==> src/rtl/priv_pkg.sv <==
`timescale 1ns/1ps
package priv_pkg;
  localparam int LVL_W   = 2;
  localparam int NUM_LVL = 1 << LVL_W;
  localparam int MODE_W  = LVL_W + 2;

  typedef logic [LVL_W-1:0]  lvl_t;
  typedef logic [MODE_W-1:0] mode_t;

  typedef enum logic [2:0] {
    K_SUPCALL = 3'd0,
    K_HYPCALL = 3'd1,
    K_MONCALL = 3'd2,
    K_IRQ     = 3'd3,
    K_FAULT   = 3'd4
  } trap_kind_e;

  // bit 1 reserved zero; level 0 has no dedicated stack
  function automatic logic mode_legal(input mode_t m);
    return (m[1] == 1'b0) && !((m[3:2] == 2'b00) && m[0]);
  endfunction
endpackage

==> src/rtl/priv_decode.sv <==
`timescale 1ns/1ps
module priv_decode
  import priv_pkg::*;
(
  input  mode_t      cur_mode,
  input  logic [2:0] kind,
  input  mode_t      saved_mode,
  output logic       trap_ok,
  output lvl_t       trap_tgt,
  output logic       ret_ok
);
  lvl_t cur;
  assign cur = cur_mode[3:2];

  always_comb begin
    trap_ok  = 1'b0;
    trap_tgt = cur;
    case (trap_kind_e'(kind))
      K_SUPCALL: if (cur == 2'd0) begin trap_ok = 1'b1; trap_tgt = 2'd1; end
      K_HYPCALL: if (cur == 2'd1) begin trap_ok = 1'b1; trap_tgt = 2'd2; end
      K_MONCALL: if (cur == 2'd2) begin trap_ok = 1'b1; trap_tgt = 2'd3; end
      K_IRQ, K_FAULT: begin
        trap_ok  = 1'b1;
        trap_tgt = (cur == 2'd0) ? 2'd1 : (cur == 2'd1) ? 2'd2 : cur;
      end
      default: ;
    endcase
  end

  assign ret_ok = (cur != 2'd0) && mode_legal(saved_mode) && (saved_mode[3:2] <= cur);
endmodule

==> src/rtl/priv_bank.sv <==
`timescale 1ns/1ps
module priv_bank
  import priv_pkg::*;
#(
  parameter int PC_W = 32
) (
  input  logic            clk,
  input  logic            rst,
  input  logic            ent_en,
  input  lvl_t            ent_lvl,
  input  logic [PC_W-1:0] ent_ret,
  input  mode_t           ent_mode,
  input  logic            wr_ret_en,
  input  logic            wr_st_en,
  input  lvl_t            wr_lvl,
  input  logic [PC_W-1:0] wr_ret_data,
  input  mode_t           wr_st_data,
  input  lvl_t            rd_lvl,
  output logic [PC_W-1:0] rd_ret,
  output mode_t           rd_mode
);
  logic [PC_W-1:0] ret_vec  [NUM_LVL];
  mode_t           mode_vec [NUM_LVL];

  for (genvar g = 0; g < NUM_LVL; g++) begin : g_lvl
    logic [PC_W-1:0] ret_q;
    mode_t           mode_q;
    always_ff @(posedge clk) begin
      if (rst) begin
        ret_q  <= '0;
        mode_q <= '0;
      end else if (ent_en && ent_lvl == lvl_t'(g)) begin
        ret_q  <= ent_ret;
        mode_q <= ent_mode;
      end else begin
        if (wr_ret_en && wr_lvl == lvl_t'(g)) ret_q  <= wr_ret_data;
        if (wr_st_en  && wr_lvl == lvl_t'(g)) mode_q <= wr_st_data;
      end
    end
    assign ret_vec[g]  = ret_q;
    assign mode_vec[g] = mode_q;
  end

  assign rd_ret  = ret_vec[rd_lvl];
  assign rd_mode = mode_vec[rd_lvl];
endmodule

==> src/rtl/priv_exc_ctrl.sv <==
`timescale 1ns/1ps
module priv_exc_ctrl
  import priv_pkg::*;
#(
  parameter int PC_W       = 32,
  parameter int STAT_W     = 8,
  parameter int VEC_BASE   = 'h1000,
  parameter int VEC_STRIDE = 'h200
) (
  input  logic              clk,
  input  logic              rst,
  input  logic [PC_W-1:0]   pc_in,
  input  logic              trap_req,
  input  logic [2:0]        trap_kind,
  input  logic              ret_req,
  input  logic              wr_ret_en,
  input  logic              wr_st_en,
  input  logic [1:0]        wr_lvl,
  input  logic [PC_W-1:0]   wr_ret_data,
  input  logic [3:0]        wr_st_data,
  output logic [PC_W-1:0]   pc_out,
  output logic              pc_load,
  output logic [1:0]        cur_level,
  output logic [3:0]        mode,
  output logic [1:0]        sp_sel,
  output logic [STAT_W-1:0] status_word,
  output logic              illegal_trap,
  output logic              illegal_ret
);
  localparam mode_t           RESET_MODE = 4'b1101;
  localparam logic [PC_W-1:0] VB = PC_W'(VEC_BASE);
  localparam logic [PC_W-1:0] VS = PC_W'(VEC_STRIDE);

  mode_t           mode_q;
  logic            trap_ok, ret_ok, take_trap;
  lvl_t            trap_tgt;
  logic [PC_W-1:0] bank_ret;
  mode_t           bank_mode;

  assign take_trap = trap_req && trap_ok;

  priv_decode u_dec (
    .cur_mode  (mode_q),
    .kind      (trap_kind),
    .saved_mode(bank_mode),
    .trap_ok   (trap_ok),
    .trap_tgt  (trap_tgt),
    .ret_ok    (ret_ok)
  );

  priv_bank #(.PC_W(PC_W)) u_bank (
    .clk        (clk),
    .rst        (rst),
    .ent_en     (take_trap),
    .ent_lvl    (trap_tgt),
    .ent_ret    (pc_in),
    .ent_mode   (mode_q),
    .wr_ret_en  (wr_ret_en),
    .wr_st_en   (wr_st_en),
    .wr_lvl     (wr_lvl),
    .wr_ret_data(wr_ret_data),
    .wr_st_data (wr_st_data),
    .rd_lvl     (mode_q[3:2]),
    .rd_ret     (bank_ret),
    .rd_mode    (bank_mode)
  );

  always_ff @(posedge clk) begin
    if (rst) begin
      mode_q       <= RESET_MODE;
      pc_out       <= '0;
      pc_load      <= 1'b0;
      illegal_trap <= 1'b0;
      illegal_ret  <= 1'b0;
    end else begin
      pc_load      <= 1'b0;
      illegal_trap <= 1'b0;
      illegal_ret  <= 1'b0;
      if (trap_req) begin
        if (trap_ok) begin
          mode_q  <= {trap_tgt, 2'b01};
          pc_out  <= VB + VS * PC_W'(trap_tgt);
          pc_load <= 1'b1;
        end else begin
          illegal_trap <= 1'b1;
        end
      end else if (ret_req) begin
        if (ret_ok) begin
          mode_q  <= bank_mode;
          pc_out  <= bank_ret;
          pc_load <= 1'b1;
        end else begin
          illegal_ret <= 1'b1;
        end
      end
    end
  end

  assign mode        = mode_q;
  assign cur_level   = mode_q[3:2];
  assign sp_sel      = mode_q[0] ? mode_q[3:2] : 2'b00;
  assign status_word = STAT_W'({mode_q[3:2], 2'b00});

  a_r2_mode_legal: assert property (@(posedge clk) disable iff (rst)
    mode_legal(mode_q));

  a_r5_one_hop_up: assert property (@(posedge clk) disable iff (rst)
    trap_req |=> ({1'b0, mode_q[3:2]} <= {1'b0, $past(mode_q[3:2])} + 3'd1));

  a_r8_ret_never_up: assert property (@(posedge clk) disable iff (rst)
    (ret_req && !trap_req) |=> (mode_q[3:2] <= $past(mode_q[3:2])));

  a_r4_entry_dedicated: assert property (@(posedge clk) disable iff (rst)
    (pc_load && $past(trap_req)) |-> mode_q[0]);

  a_r9_bad_ret_holds: assert property (@(posedge clk) disable iff (rst)
    illegal_ret |-> ($stable(mode_q) && !pc_load));

  a_r7_bad_trap_holds: assert property (@(posedge clk) disable iff (rst)
    illegal_trap |-> ($stable(mode_q) && !pc_load));
endmodule

==> config.mk <==
export PLATFORM = sky130hd
export DESIGN_NAME = priv_exc_ctrl
export DESIGN_NICKNAME = d
export VERILOG_FILES = /design/src/rtl/priv_pkg.sv /design/src/rtl/priv_decode.sv /design/src/rtl/priv_bank.sv /design/src/rtl/priv_exc_ctrl.sv
export SDC_FILE = /design/constraint.sdc
export NUM_CORES = 1
export LEC_CHECK = 0
export ABC_AREA = 1
export BUFFER_PORTS_ARGS = -buffer_cell sky130_fd_sc_hd__buf_2
export CORE_UTILIZATION = 50
export CTS_CLUSTER_SIZE = 10
export DETAILED_ROUTE_END_ITERATION = 16
export PLACE_DENSITY = 0.73
export SYNTH_ARGS = -nofsm -noshare
export SYNTH_HDL_FRONTEND = slang
export SYNTH_SLANG_ARGS = --single-unit
==> constraint.sdc <==
create_clock -name clk -period 2.7 [get_ports clk]
set_input_delay 0.27 -clock clk [delete_from_list [all_inputs] [get_ports clk]]
set_output_delay 0.27 -clock clk [all_outputs]
set_load 0.01 [all_outputs]
# ---- Word level (Yosys, flattened, before mapping)
# Cells that the tools add are included.
dict set report totals {
  reg_bits 183
  input_bits 79
  out_inout_bits 51
  elab_cells 117
}
dict set report op_classes {
  addsub 1
  n_lt_le_gt_ge 2
  eq_ne 13
  n_mux 46
  bitwise 4
  reduce_logical 38
}
# cell count
set ops {}
lappend ops {{32-bit 2-to-1 mux} 14}
lappend ops {{32-bit binary-select mux with 2-bit select} 1}
lappend ops {{4-bit 2-to-1 mux} 14}
lappend ops {{2-bit nonzero test} 11}
lappend ops {{1-bit logical AND} 17}
lappend ops {{13-bit by 11-bit adder with 14-bit output (first input constant)} 1}
lappend ops {{2-bit == test (second input constant)} 5}
lappend ops {{2-bit 2-to-1 mux} 5}
lappend ops {{1-bit 2-to-1 mux} 9}
lappend ops {{4-bit binary-select mux with 2-bit select} 1}
lappend ops {{2-bit logical NOT} 4}
lappend ops {{2-bit case mux with 4 select lines} 1}
lappend ops {{2-bit by 1-bit == test with 1-bit output (second input constant)} 3}
lappend ops {{3-bit by 2-bit == test with 1-bit output (second input constant)} 2}
lappend ops {{1-bit case mux with 4 select lines} 1}
lappend ops {{2-bit OR reduction} 2}
lappend ops {{3-bit by 1-bit == test with 1-bit output (second input constant)} 1}
lappend ops {{3-bit == test (second input constant)} 1}
lappend ops {{3-bit greater-or-equal comparator (second input constant)} 1}
lappend ops {{3-bit logical NOT} 1}
lappend ops {{1-bit inverter} 3}
lappend ops {{2-bit inverter with 3-bit output} 1}
lappend ops {{3-bit AND reduction} 1}
lappend ops {{3-bit OR reduction} 1}
lappend ops {{3 further kinds} 3}

# ---- Logic depth before layout (Yosys ltp)
dict set report logic_depth {
  ltp_word 13
  depth_mapped 17
  mapped_depth_nobuf 16
}

# ---- Modules after synthesis
# Synthesis repeated with hierarchy kept, for this count alone.
dict set report hier_totals {
  hier_cells 1755
  hier_area_um2 10636.5
}
# module n_inst cells_each area_per_inst_um2 seq_area_each_um2
set by_module_without_submodules {}
lappend by_module_without_submodules {priv_bank 1 1502 8649.5 2882.8}
lappend by_module_without_submodules {priv_exc_ctrl 1 202 1696.6 780.7}
lappend by_module_without_submodules {priv_decode 1 51 290.3 0.0}

# ---- Least setup slack after synthesis
# OpenSTA, ideal clock, no wires.
dict set report synth_path {
  kind {register -> register}
  startpoint {register mode_q[2] (netlist: mode[2])}
  endpoint {register u_bank.g_lvl[0].ret_q[17]}
  setup_time_ns 0.132
  arrival_time_ns 2.469
  required_time_ns 2.568
  setup_slack_ns 0.099
  stages_incl_launch_ff 17
  n_path_buf 5
  synth_period_minus_slack_ns 2.601
  path_cell_list {dfxtp_1 buf_2 inv_2 buf_2 buf_1 ha_1 inv_1 nand3_1 nand2_1 inv_1 nand3_1 nand2_1 buf_2 buf_1 nand4_1 nand2_1 a21oi_1}
}
dict set report synth_between {
  elab_chain_len 7
  elab_cells_between_ends 17
  classes_between {eq/ne (2); mux (10); reduce/logical (5)}
}
# item line_no
set synth_rtl {}
lappend synth_rtl {{from (decl)} priv_exc_ctrl.sv:34} ;# mode_t mode_q;
lappend synth_rtl {{from (signal assigned)} priv_exc_ctrl.sv:81} ;# mode_q <= {trap_tgt, 2'b01};
lappend synth_rtl {{from (signal assigned)} priv_exc_ctrl.sv:89} ;# mode_q <= bank_mode;
lappend synth_rtl {{2-bit by 1-bit == test with 1-bit output} {priv_decode.sv:20, priv_decode.sv:24}}
lappend synth_rtl {{2-bit 2-to-1 mux} {priv_decode.sv:20, priv_decode.sv:24}}
lappend synth_rtl {{2-bit 2-to-1 mux} priv_decode.sv:24} ;# trap_tgt = (cur == 2'd0) ? 2'd1 : (cur == 2'd1) ? 2'd2 : cur;
lappend synth_rtl {{2-bit case mux with 4 select lines} priv_decode.sv:18} ;# case (trap_kind_e'(kind))
lappend synth_rtl {{2-bit logical NOT} priv_bank.sv:32} ;# end else if (ent_en && ent_lvl == lvl_t'(g)) begin
lappend synth_rtl {{1-bit logical AND (*)} priv_bank.sv:32}
lappend synth_rtl {{32-bit 2-to-1 mux or 2-bit nonzero test (tied branches)} n/a}
lappend synth_rtl {{to (signal assigned)} priv_bank.sv:33} ;# ret_q <= ent_ret;
lappend synth_rtl {{to (signal assigned)} priv_bank.sv:36} ;# if (wr_ret_en && wr_lvl == lvl_t'(g)) ret_q <= wr_ret_data;
lappend synth_rtl {{to (decl)} priv_bank.sv:26} ;# logic [PC_W-1:0] ret_q;
# Mark *: on every way between the ends. The rest lies on a longest branch, timed or not.
# A chain may end at the register's enable or synchronous reset.

# ---- Worst setup path in the final report
dict set report layout_path {
  startpoint {register mode_q[3] (netlist: mode[3])}
  endpoint {register u_bank.g_lvl[2].ret_q[22]}
}
dict set report layout_between {
  elab_chain_len 7
  elab_cells_between_ends 17
  classes_between {eq/ne (3); mux (10); reduce/logical (4)}
}
# item line_no
set layout_rtl {}
lappend layout_rtl {{2-bit by 1-bit == test with 1-bit output} {priv_decode.sv:20, priv_decode.sv:24}}
lappend layout_rtl {{2-bit 2-to-1 mux} {priv_decode.sv:20, priv_decode.sv:24}}
lappend layout_rtl {{2-bit 2-to-1 mux} priv_decode.sv:24}
lappend layout_rtl {{2-bit case mux with 4 select lines} priv_decode.sv:18}
lappend layout_rtl {{2-bit == test} priv_bank.sv:32}
lappend layout_rtl {{1-bit logical AND (*)} priv_bank.sv:32}
lappend layout_rtl {{32-bit 2-to-1 mux or 2-bit nonzero test (tied branches)} n/a}
lappend layout_rtl {{to (signal assigned)} priv_bank.sv:33}
lappend layout_rtl {{to (signal assigned)} priv_bank.sv:36}
lappend layout_rtl {{to (decl)} priv_bank.sv:26}
# Marked as above.

==> flow_summary_export.csv <==
group,metric,value,unit
job,drv_cap,0,
critical_path,path_buf_inv,2,
global_routing,grt_pass1_wl,58650,µm
global_routing,grt_max_degree,64,
global_routing,grt_overflow_total,0,
floorplanning,die_height,147.6,µm
critical_path,slowest_stage,"buf_4",
critical_path,path_cells,"clkinvlp_4 -> ha_1 -> nand4_1 -> nand2_1 -> nor2_2 -> nor2_8 -> nand3_4 -> buf_4 -> nand3_1 -> a21oi_1",
critical_path,critPathLaunchType,"register",
clocking,cts_buffer_depth,2,
placement,gp_congestion,0.8893,
placement,port_buffers,123,
sta,slew_violations,0,
global_routing,antenna_found_initial,0,
detailed_routing,vias,12050,
clocking,cts-buffers-inserted,17,
floorplanning,die-area,21780,µm²
sta,setup_ws,0.2566,ns
detailed_routing,avgViaCountPerCell,6.116,
floorplanning,core_area,20490,µm²
sta,finalCritPeriodShare,90.49,%
finish,synthToLayoutAreaGrowth,12.64,%
hold_path,min_path_type,"input port to register",
synthesis,syn_inst,1658,
floorplanning,rows,52,
sta,finalClockSkew,0.01512,ns
finish,nFillCells,2021,
floorplanning,start_util,51.70,%
synthesis,synth-seq-cells,183,
floorplanning,ios,130,
placement,dp_hpwl,21880,µm
detailed_routing,drt_pass1_iterations,5,
global_routing,grt_usage,33.85,%
global_routing,grt_pass1_vias,11110,
sta,setup_viol,0,
sta,tns,0,ns
critical_path,critPathArrivalTime,2.80,ns
synthesis,ys_warn_count,0,
detailed_routing,drt-wirelength-per-cell,18.70,µm
clocking,clk_latency,0.43,ns
detailed_routing,ant_nets,0,
critical_path,worstSetupPathType,"register to register",
pwr,power_per_cell_area,686.0,nW/µm²
finish,postLayoutCoreUtil,58.23,%
placement,place_ws,0.2713,ns
pwr,cellLeakagePower,5.208,nW
clocking,root_buffer,"clkbuf_16",
critical_path,cp_max_fo,48,
finish,drive_above_1_share,13.35,%
floorplanning,die_w,147.6,µm
synthesis,avgSynthCellArea,6.390,µm²
sta,final_hold_viol_count,0,
critical_path,worstPathRequired,3.06,ns
sta,slew_headroom,48.96,%
pwr,ir_worst_vdd,445.4,µV
sta,fmax,0.4093,GHz
finish,fin_nets,1774,
detailed_routing,drt_iter0_markers,1243,
synthesis,synth.yosys.seq_area_share,34.58,%
detailed_routing,drt_wl_total,36850,µm
run_status,status,"finished, final reports clean",
clocking,clkSinkCount,183,
detailed_routing,drc,0,
sta,finalCriticalPeriod,2.443,ns
clocking,htreeDepth,4,
synthesis,synthesis.area,10600,µm²
clocking,cts_tree,"yes",
critical_path,cpPeakStageDelay,0.49,ns
clocking,path_clk_slew,0.07,ns
finish,antenna_cells_inserted,0,
sta,tightest_slew,0.7656,ns
critical_path,cp-end-kind,"register",
clocking,hold_buffers,0,
critical_path,cpLargestDelayFamily,"simple AND/OR/NAND/NOR gates",
synthesis,synth.distinct_cells,28,
[timing repair]
| item | CTS | global route |
|---|---|---|
| endpoints found under the setup margin | 0 | 19 |
| resized for setup | 0 | 7 |
| buffers inserted | 0 | 3 |
[path summary, 6_finish.rpt]
check	startpoint	end	slack [ns]	depth (start not counted)
setup reg to reg	mode[3]$_SDFFE_PP1P_	u_bank.g_lvl[2].ret_q[22]$_SDFFE_PP0P_	0.26	10
hold reg to reg	u_bank.g_lvl[1].ret_q[27]$_SDFFE_PP0P_	u_bank.g_lvl[1].ret_q[27]$_SDFFE_PP0P_	0.48	2
setup / recovery	mode[3]$_SDFFE_PP1P_	u_bank.g_lvl[2].ret_q[22]$_SDFFE_PP0P_	0.26	10
hold / removal	trap_req	illegal_ret$_SDFF_PP0_	0.14	2
[routing by layer]
| metal | GRT usage (%) | routed length (µm) | up-vias |
|---|---|---|---|
| li1 | - | - | 5683 |
| met3 | 7.377 | 3893 | 95 |
| met1 | 43.89 | 15130 | 5553 |
| met5 | 0 | 0 | - |
| met4 | 14.79 | 1050 | 0 |
| met2 | 54.06 | 16770 | 717 |
[area by class of cell]
type,count,area (µm²),area share (%)
inverters,69,262.8,2.202
clock buffers,20,436.7,3.659
repair buffers,175,1174,9.834
well taps,270,337.8,2.831
multi-input cells,1243,5901,49.44
clock inverters,10,155.1,1.300
flip-flops and latches,183,3667,30.73
[sequential cells by signal, indices dropped and copies added, names as in the netlist]
signal               cells
u_bank.g_lvl.ret_q     128
pc_out                  32
u_bank.g_lvl.mode_q     16
mode                     4
illegal_ret              1
illegal_trap             1
pc_load                  1
[Yosys cell counts]
| library cell | number | area [µm²] |
|---|---|---|
| clkbuf_1 | 75 | 281.5 |
| o211ai_1 | 4 | 30.03 |
| nand3_4 | 3 | 52.55 |
| inv_2 | 5 | 18.77 |
| nand2_1 | 480 | 1802 |
| a21oi_2 | 1 | 8.760 |
| nor4_1 | 2 | 12.51 |
| a21oi_1 | 174 | 870.8 |
| nand3_2 | 1 | 10.01 |
| buf_2 | 65 | 325.3 |
| o21ai_1 | 1 | 5.000 |
| ha_1 | 6 | 75.07 |
| nor3_1 | 7 | 35.03 |
| inv_1 | 64 | 240.2 |
| nor2_8 | 1 | 20.02 |
| nand4_1 | 145 | 907.1 |
| o21ai_0 | 72 | 360.4 |
| dfxtp_1 | 183 | 3664 |
| o22ai_1 | 32 | 200.2 |
| nor2_2 | 3 | 18.77 |
| buf_6 | 6 | 67.56 |
| buf_1 | 3 | 11.26 |
| nor2_1 | 86 | 322.8 |
| nand3_1 | 217 | 1086 |
| o21ai_4 | 1 | 16.27 |
| buf_4 | 19 | 142.6 |
| conb_1 | 1 | 3.750 |
| nand3b_1 | 1 | 7.510 |
[cell usage in the layout (no fill, tap or decap), types with 5 or more instances in the layout]
| master | synthesis | final |
|---|---|---|
| a21oi_1 | 174 | 174 |
| buf_12 | 0 | 12 |
| buf_2 | 65 | 122 |
| buf_4 | 19 | 38 |
| clkbuf_16 | 0 | 17 |
| conb_1 | 1 | 6 |
| dfxtp_1 | 183 | 182 |
| ha_1 | 6 | 6 |
| inv_1 | 64 | 63 |
| inv_2 | 5 | 5 |
| nand2_1 | 480 | 477 |
| nand3_1 | 217 | 216 |
| nand4_1 | 145 | 145 |
| nor2_1 | 86 | 85 |
| o21ai_0 | 72 | 72 |
| o22ai_1 | 32 | 32 |
[power breakdown]
group	internal, W	switching (W)	total [W]
sequential	0.00293	0.000155	0.00309
clock	0.00153	0.00105	0.00259
combinational	0.000788	0.00172	0.00251
[per-stage QoR]
step	hold WS (ns)	instances	total power, W	area [µm²]
after floorplan	0.3485	1663	0.004765	10610
after detailed placement	0.4716	1937	0.005544	11300
after CTS	0.1343	1967	0.008111	11890
final	0.1406	1970	0.008187	11930
after global placement	0.4656	1937	0.005509	11300
after global routing	0.1510	1970	0.008567	11930
[logic make-up after synthesis]
| group | synth area share [%] |
|---|---|
| flops | 34.58 |
| other cells | 0.03539 |
| compound gates | 14.08 |
| simple gates | 40.34 |
| buf+inv | 10.26 |
| fa+ha+maj | 0.7085 |
Note: power is estimated with default switching activity, not from simulation.
